## src/rtl/phy_seq_pkg.sv

```systemverilog
package phy_seq_pkg;
  typedef enum logic [3:0] {
    ST_IDLE, ST_ID1, ST_ID2, ST_RST_WR, ST_RST_RD, ST_RST_WAIT,
    ST_VSTAT, ST_MASK, ST_CAPS, ST_ADV, ST_AN_GO, ST_AN_RD,
    ST_AN_WAIT, ST_AN_FIX, ST_DONE
  } seq_state_e;

  localparam logic [4:0] REG_CTRL  = 5'd0;
  localparam logic [4:0] REG_STAT  = 5'd1;
  localparam logic [4:0] REG_ID1   = 5'd2;
  localparam logic [4:0] REG_ID2   = 5'd3;
  localparam logic [4:0] REG_ADV   = 5'd4;
  localparam logic [4:0] REG_VSTAT = 5'd18;
  localparam logic [4:0] REG_IMASK = 5'd19;

  localparam logic [15:0] CTRL_RESET  = 16'h8000;
  localparam logic [15:0] CTRL_AN_GO  = 16'h1200;
  localparam logic [15:0] CTRL_AN_FIX = 16'h3300;
  localparam logic [15:0] IMASK_WORD  = 16'hFF00;

  localparam int CTRL_RST_BIT  = 15;
  localparam int STAT_DONE_BIT = 5;
  localparam int STAT_RFLT_BIT = 4;
  localparam int VSTAT_SPD_BIT = 7;
  localparam int VSTAT_DPX_BIT = 6;
  localparam int CAP_LSB       = 11;
  localparam int ADV_CAP_LSB   = 5;
  localparam int NUM_CAPS      = 5;
  localparam logic [4:0] ADV_SELECTOR = 5'b00001;
endpackage

```

## src/rtl/phy_seq_id_check.sv

```systemverilog
module phy_seq_id_check (
  input  logic [15:0] id_a_i,
  input  logic [15:0] id_b_i,
  output logic        ok_o
);
  function automatic logic id_good(logic [15:0] v);
    return (v != 16'h0000) && (v != 16'hFFFF) && (v != 16'h8000);
  endfunction

  assign ok_o = id_good(id_a_i) && id_good(id_b_i);
endmodule

```

## src/rtl/phy_seq_adv_build.sv

```systemverilog
module phy_seq_adv_build import phy_seq_pkg::*; (
  input  logic [NUM_CAPS-1:0] caps_i,
  output logic [15:0]         adv_o
);
  for (genvar i = 0; i < NUM_CAPS; i++) begin : g_cap
    assign adv_o[ADV_CAP_LSB+i] = caps_i[i];
  end
  assign adv_o[ADV_CAP_LSB-1:0] = ADV_SELECTOR;
  assign adv_o[15:ADV_CAP_LSB+NUM_CAPS] = '0;
endmodule

```

## src/rtl/phy_seq_wait_timer.sv

```systemverilog
module phy_seq_wait_timer #(
  parameter int unsigned CYCLES = 16
) (
  input  logic clk_i,
  input  logic rst_ni,
  input  logic load_i,
  output logic expired_o
);
  localparam int unsigned CW = (CYCLES < 1) ? 1 : $clog2(CYCLES + 1);

  logic [CW-1:0] cnt_q;

  always_ff @(posedge clk_i or negedge rst_ni) begin
    if (!rst_ni)            cnt_q <= '0;
    else if (load_i)        cnt_q <= CW'(CYCLES);
    else if (cnt_q != '0)   cnt_q <= cnt_q - 1'b1;
  end

  assign expired_o = (cnt_q == '0);
endmodule

```

## src/rtl/phy_bringup_seq.sv

```systemverilog
module phy_bringup_seq import phy_seq_pkg::*; #(
  parameter int unsigned WAIT_CYCLES = 5000,
  parameter int unsigned RST_POLLS   = 6,
  parameter int unsigned AN_POLLS    = 20
) (
  input  logic        clk_i,
  input  logic        rst_ni,
  input  logic        start_i,
  output logic        mgmt_req_o,
  output logic        mgmt_wr_o,
  output logic [4:0]  mgmt_phy_o,
  output logic [4:0]  mgmt_reg_o,
  output logic [15:0] mgmt_wdata_o,
  input  logic        mgmt_done_i,
  input  logic [15:0] mgmt_rdata_i,
  output logic [4:0]  phy_addr_o,
  output logic        speed_o,
  output logic        duplex_o,
  output logic        done_o,
  output logic        err_no_phy_o,
  output logic        err_rst_to_o,
  output logic        err_aneg_to_o
);
  localparam int unsigned MAXP = (RST_POLLS > AN_POLLS) ? RST_POLLS : AN_POLLS;
  localparam int unsigned PW   = $clog2(MAXP + 1);
  localparam logic [PW-1:0] RST_LAST = PW'(RST_POLLS - 1);
  localparam logic [PW-1:0] AN_LAST  = PW'(AN_POLLS - 1);

  seq_state_e    state_q;
  logic [4:0]    addr_q, found_q;
  logic [15:0]   id1_q, adv_q;
  logic [PW-1:0] poll_q;
  logic          fault_q, spd_q, dpx_q;
  logic          speed_q, duplex_q, done_q, e_nophy_q, e_rst_q, e_an_q;

  logic        id_ok, wait_load, wait_over;
  logic [15:0] adv_w;

  phy_seq_id_check u_id (.id_a_i(id1_q), .id_b_i(mgmt_rdata_i), .ok_o(id_ok));

  phy_seq_adv_build u_adv (
    .caps_i(mgmt_rdata_i[CAP_LSB+NUM_CAPS-1:CAP_LSB]),
    .adv_o (adv_w)
  );

  phy_seq_wait_timer #(.CYCLES(WAIT_CYCLES)) u_wait (
    .clk_i, .rst_ni, .load_i(wait_load), .expired_o(wait_over)
  );

  always_comb begin
    mgmt_req_o   = 1'b1;
    mgmt_wr_o    = 1'b0;
    mgmt_reg_o   = REG_CTRL;
    mgmt_wdata_o = '0;
    unique case (state_q)
      ST_ID1:    mgmt_reg_o = REG_ID1;
      ST_ID2:    mgmt_reg_o = REG_ID2;
      ST_RST_WR: begin mgmt_wr_o = 1'b1; mgmt_wdata_o = CTRL_RESET; end
      ST_RST_RD: mgmt_reg_o = REG_CTRL;
      ST_VSTAT:  mgmt_reg_o = REG_VSTAT;
      ST_MASK:   begin mgmt_wr_o = 1'b1; mgmt_reg_o = REG_IMASK; mgmt_wdata_o = IMASK_WORD; end
      ST_CAPS:   mgmt_reg_o = REG_STAT;
      ST_ADV:    begin mgmt_wr_o = 1'b1; mgmt_reg_o = REG_ADV; mgmt_wdata_o = adv_q; end
      ST_AN_GO:  begin mgmt_wr_o = 1'b1; mgmt_wdata_o = CTRL_AN_GO; end
      ST_AN_RD:  mgmt_reg_o = REG_STAT;
      ST_AN_FIX: begin mgmt_wr_o = 1'b1; mgmt_wdata_o = CTRL_AN_FIX; end
      default:   mgmt_req_o = 1'b0;
    endcase
  end
  assign mgmt_phy_o = addr_q;

  // timer is armed on the edge that enters a wait state
  always_comb begin
    wait_load = 1'b0;
    if (mgmt_done_i) begin
      if (state_q == ST_RST_RD)
        wait_load = mgmt_rdata_i[CTRL_RST_BIT] && (poll_q != RST_LAST);
      else if (state_q == ST_AN_RD)
        wait_load = !mgmt_rdata_i[STAT_DONE_BIT] && (poll_q != AN_LAST);
    end
  end

  always_ff @(posedge clk_i or negedge rst_ni) begin
    if (!rst_ni) begin
      state_q <= ST_IDLE;
      addr_q <= '0; found_q <= '0; id1_q <= '0; adv_q <= '0; poll_q <= '0;
      fault_q <= 1'b0; spd_q <= 1'b0; dpx_q <= 1'b0;
      speed_q <= 1'b0; duplex_q <= 1'b0; done_q <= 1'b0;
      e_nophy_q <= 1'b0; e_rst_q <= 1'b0; e_an_q <= 1'b0;
    end else begin
      unique case (state_q)
        ST_IDLE, ST_DONE: if (start_i) begin
          addr_q <= '0; found_q <= '0; speed_q <= 1'b0; duplex_q <= 1'b0;
          done_q <= 1'b0; e_nophy_q <= 1'b0; e_rst_q <= 1'b0; e_an_q <= 1'b0;
          state_q <= ST_ID1;
        end
        ST_ID1: if (mgmt_done_i) begin
          id1_q   <= mgmt_rdata_i;
          state_q <= ST_ID2;
        end
        ST_ID2: if (mgmt_done_i) begin
          if (id_ok) begin
            found_q <= addr_q;
            state_q <= ST_RST_WR;
          end else if (addr_q == 5'd31) begin
            e_nophy_q <= 1'b1; done_q <= 1'b1;
            state_q   <= ST_DONE;
          end else begin
            addr_q  <= addr_q + 5'd1;
            state_q <= ST_ID1;
          end
        end
        ST_RST_WR: if (mgmt_done_i) begin
          poll_q  <= '0;
          state_q <= ST_RST_RD;
        end
        ST_RST_RD: if (mgmt_done_i) begin
          if (!mgmt_rdata_i[CTRL_RST_BIT]) state_q <= ST_VSTAT;
          else if (poll_q == RST_LAST) begin
            e_rst_q <= 1'b1; done_q <= 1'b1;
            state_q <= ST_DONE;
          end else begin
            poll_q  <= poll_q + 1'b1;
            state_q <= ST_RST_WAIT;
          end
        end
        ST_RST_WAIT: if (wait_over) state_q <= ST_RST_RD;
        ST_VSTAT: if (mgmt_done_i) begin
          spd_q   <= mgmt_rdata_i[VSTAT_SPD_BIT];
          dpx_q   <= mgmt_rdata_i[VSTAT_DPX_BIT];
          state_q <= ST_MASK;
        end
        ST_MASK: if (mgmt_done_i) state_q <= ST_CAPS;
        ST_CAPS: if (mgmt_done_i) begin
          adv_q   <= adv_w;
          state_q <= ST_ADV;
        end
        ST_ADV: if (mgmt_done_i) state_q <= ST_AN_GO;
        ST_AN_GO: if (mgmt_done_i) begin
          poll_q  <= '0;
          state_q <= ST_AN_RD;
        end
        ST_AN_RD: if (mgmt_done_i) begin
          if (mgmt_rdata_i[STAT_DONE_BIT] || poll_q == AN_LAST) begin
            e_an_q   <= !mgmt_rdata_i[STAT_DONE_BIT];
            speed_q  <= spd_q;
            duplex_q <= dpx_q;
            done_q   <= 1'b1;
            state_q  <= ST_DONE;
          end else begin
            poll_q  <= poll_q + 1'b1;
            fault_q <= mgmt_rdata_i[STAT_RFLT_BIT];
            state_q <= ST_AN_WAIT;
          end
        end
        ST_AN_WAIT: if (wait_over) state_q <= fault_q ? ST_AN_FIX : ST_AN_RD;
        ST_AN_FIX: if (mgmt_done_i) state_q <= ST_AN_RD;
        default: state_q <= ST_IDLE;
      endcase
    end
  end

  assign phy_addr_o    = found_q;
  assign speed_o       = speed_q;
  assign duplex_o      = duplex_q;
  assign done_o        = done_q;
  assign err_no_phy_o  = e_nophy_q;
  assign err_rst_to_o  = e_rst_q;
  assign err_aneg_to_o = e_an_q;
endmodule

```

## config.mk

```make
export PLATFORM = sky130hd
export DESIGN_NAME = phy_bringup_seq
export DESIGN_NICKNAME = d
export VERILOG_FILES = /design/src/rtl/phy_seq_pkg.sv /design/src/rtl/phy_seq_id_check.sv /design/src/rtl/phy_seq_adv_build.sv /design/src/rtl/phy_seq_wait_timer.sv /design/src/rtl/phy_bringup_seq.sv
export SDC_FILE = /design/constraint.sdc
export NUM_CORES = 1
export LEC_CHECK = 0
export CAP_MARGIN = 15
export CELL_PAD_IN_SITES_DETAIL_PLACEMENT = 0
export CELL_PAD_IN_SITES_GLOBAL_PLACEMENT = 1
export CORE_MARGIN = 2
export CORE_UTILIZATION = 35
export CTS_BUF_LIST = sky130_fd_sc_hd__clkbuf_8
export CTS_CLUSTER_DIAMETER = 120
export DETAILED_ROUTE_END_ITERATION = 10
export HOLD_SLACK_MARGIN = 0.12
export PLACE_DENSITY = 0.8
export SYNTH_ARGS = -nofsm -noshare
export SYNTH_HDL_FRONTEND = slang
export SYNTH_HIERARCHICAL = 1
export SYNTH_SLANG_ARGS = --single-unit
```

## constraint.sdc

```tcl
create_clock -name clk_i -period 2.8 [get_ports clk_i]
set_input_delay 0.56 -clock clk_i [delete_from_list [all_inputs] [get_ports clk_i]]
set_output_delay 0.56 -clock clk_i [all_outputs]
set_load 0.02 [all_outputs]
```

==> results by group <==
Final layout
  • Share of cells above drive strength 1: 21.5%
  • Synthesis-to-layout area growth: 23.8%
  • Final non-filler cell total: 641
  • Antenna Cells: 0
  • Filler instances: 1144
  • Fin util: 44.0%
  • Nets@finish: 515

Synth
  • Post-synthesis mux area share: 10.1%
  • Commonest cells post-synth: dfrtp_1, mux2_2, nor2_1, nand2_1, o21ai_0
  • Synth area leaders: dfrtp_1, mux2_2, buf_4
  • Most numerous cell in the Yosys netlist: dfrtp_1
  • Share of the synthesized area in the top cell type: 43.1%
  • Compound-Gate Fraction of Synth Area: 14.9%
  • Syn Std Cell Area: 4240 sq um
  • Mapped Cells: 419
  • Main combinational cell family by area after synthesis: simple AND/OR/NAND/NOR gates
  • Synth Flop Type: dfrtp_1
  • Async S/R FF share, synth: 100%
  • Fraction of the mapped netlist area in adder cells: 1.77%
  • Post-synthesis sequential area ratio: 43.1%
  • Synth Warn #: 6
  • Synth Area in Simple Gates: 20.8%
  • Synthesis-stage register bit count: 73
  • Yosys cell types: 71
  • Avg Inst Size Synth: 10.1 sq um
  • Synth Area in XOR/XNOR: 2.27%
  • Post-synth EDFFs: 0
  • Cell taking the most area after synthesis: dfrtp_1

STA
  • Final number of setup-violating endpoints: 0
  • Worst slew margin: 61.2%
  • Crit path time final: 2730 ps
  • Fin crit share: 97.5%
  • Worst Tran Pin Value: 577 ps
  • Peak Freq: 0.366 GHz
  • Max-slew violation count: 0
  • Final count of hold timing violations: 0
  • Clock skew: 12.2 ps
  • Worst hold slack: 504 ps

Critical path
  • Critical path type: flip-flop to output pin
  • Worst path required time: 2240 ps
  • FF-to-FF path depth: 6
  • Cell Chain, Critical Path: buf_4 -> nand2b_1 -> o2bb2ai_1 -> clkdlybuf4s50_1
  • Reg-to-reg slack, setup: 420 ps
  • Crit path buf inv count: 2
  • Crit path capture type: output pin
  • CP max stage cell: clkdlybuf4s50_1
  • Max incr delay on CP: 650 ps
  • Reg-to-Reg Start: state_q[3]
  • Reg2reg end: u_wait/cnt_q[6]
  • Crit Path Max Fanout: 19
  • WP data arrival: 2170 ps
  • Startpoint Class: flip-flop
  • Crit-path leading delay family: buffers and inverters

Hold path
  • WHS Endpoint: adv_q[6]
  • Hold depth: 1
  • Hold crit path type: flip-flop to flip-flop
  • Hold path startpoint: adv_q[6]

Detailed routing
  • DR DRC count: 0
  • Wire per inst: 15.8 um
  • Vias per Instance: 5.35
  • Initial DRC Count: 327
  • ANT nets after route: 0
  • TritonRoute pass-1 iters: 4
  • DR vias: 3429
  • Final WL: 10.1 mm

Die
  • Core area: 11900 sq um
  • FP Rows: 40
  • Die area: 13000 sq um
  • Die Wd: 114 um
  • Die Height: 114 um
  • Initial core utilization: 35.6%
  • I/O pins: 59

Clock network
  • Clock buffer count from CTS: 9
  • Sink Count: 73
  • CTS clk-pin slew, worst paths: 80 ps
  • Clk_lat worst skew: 370 ps
  • H-tree depth: 3
  • CTS max path bufs: 2
  • Root Buffer: clkbuf_8
  • CTS tree: done

GRT
  • Grt total ovfl: 0
  • Vias in the first global route: 3415
  • Initial antenna violation count: 0
  • Largest net degree at the start of global routing: 40
  • GR Util All Layers: 16.5%
  • First-pass GRT wire length: 16.9 mm

Power
  • Leak: 2.23 nW
  • VDD IR max: 0.000592 V
  • Total power: 0.00559 W
  • PD cells: 1070 nW/um^2

Flow run
  • MaxCap Viol Count: 0

Placed design
  • Post-DP HPWL: 7.27 mm
  • RePlAce Congestion: 0.888
  • Placed Cells: 621
  • Port Buf Inserts: 57

Run status
  • Outcome: completed
[per-stage QoR]
stage          setup TNS (ps)  worst slack (ps)  cell area (sq um)
2_1_floorplan               0               421               4270
3_3_place_gp                0              20.0               4990
3_5_place_dp             -112             -55.2               4990
4_1_cts                     0              6.53               5200
5_1_grt                  -103             -44.9               5250
6_report                    0              68.7               5250
[worst max-delay path by stage]
stage	slack, ps	startpoint	depth (start not counted)	to
floorplan	420	state_q[3]	6	mgmt_wdata_o[15]
global route	-40	state_q[1]	6	mgmt_wdata_o[9]
finish	70	state_q[3]	4	mgmt_reg_o[0]
global placement	20	mgmt_rdata_i[14]	9	mgmt_phy_o[0]
detailed placement	-60	mgmt_rdata_i[14]	8	mgmt_phy_o[1]
CTS	7	state_q[3]	5	mgmt_wdata_o[14]
[logic make-up (layout without fill, tap and decap cells)]
group,count (synthesis),count (layout)
flops,73,73
xor+xnor,11,11
simple gates,148,148
mux,38,38
compound gates,87,87
buf+inv,53,119
other cells,3,12
fa+ha+maj,6,6
[worst register-to-register path, stage by stage (launching register included)]
cell and delay [ps]:
dfrtp_2 490, buf_4 230, or4b_4 590, nor3_1 180, o21a_1 430, nor2_1 90
a41o_1 240
[routing by layer]
metal	track usage [%]	up-vias	wire length, um
met5	0	-	0
met4	7.40	0	186
met3	3.88	17	606
met2	24.6	112	4500
met1	22.9	1654	4820
li1	-	1646	-
[state kept, by name, summed over array words and instances, names as in the netlist, 4 cells and up]
register,cells
adv_q,16
id1_q,16
u_wait/cnt_q,13
mgmt_phy_o,5
phy_addr_o,5
poll_q,5
state_q,4
[power breakdown]
part	leakage (nW)	internal [W]	switching (W)
Sequential	0.905	0.00154	0.000490
Clock	0.0912	0.000409	0.000428
Combinational	1.23	0.00131	0.00142
Total	2.23	0.00326	0.00233
[layout by cell type, fill, tap and decap left out, types with 3 or more instances in the layout]
master           count
ha_1                 6
a22o_1               5
inv_1               16
buf_4               25
nand3_1             14
nand4_1              9
or3_1                5
a22oi_1              3
nand3b_1             4
nor3_1               9
a21boi_0             3
clkinvlp_4           3
nor2b_1              7
and4_1               3
and2_1               8
mux2_2              35
conb_1              12
xnor2_1             10
clkdlybuf4s50_1     49
clkbuf_8             9
a21oi_1             18
nand2_1             23
dfrtp_2              4
nor4_1               9
a211oi_1             6
o21ai_0             20
nand2b_1             3
dlymetal6s2s_1       7
o211ai_1             3
dfrtp_1             69
nor2_1              29
and3_1               3
a31oi_1              4
[repair_timing]
item / in CTS / in global routing
hold buffers: 1 / 0
buffers inserted: 0 / 3
hold endpoints to repair: 14 / 0
gates resized for setup: 4 / 10
setup endpoints to repair: 14 / 13
[layout make-up]
class | instances | area, sq um | share of cell area, %
multi-input cells | 302 | 2160 | 41.2
flip-flops and latches | 73 | 1830 | 34.9
repair buffers | 84 | 801 | 15.3
well taps | 147 | 184 | 3.51
clock buffers | 9 | 124 | 2.36
clock inverters | 7 | 71.3 | 1.36
inverters | 19 | 71.3 | 1.36
Note: power is estimated with default switching activity, not from simulation.
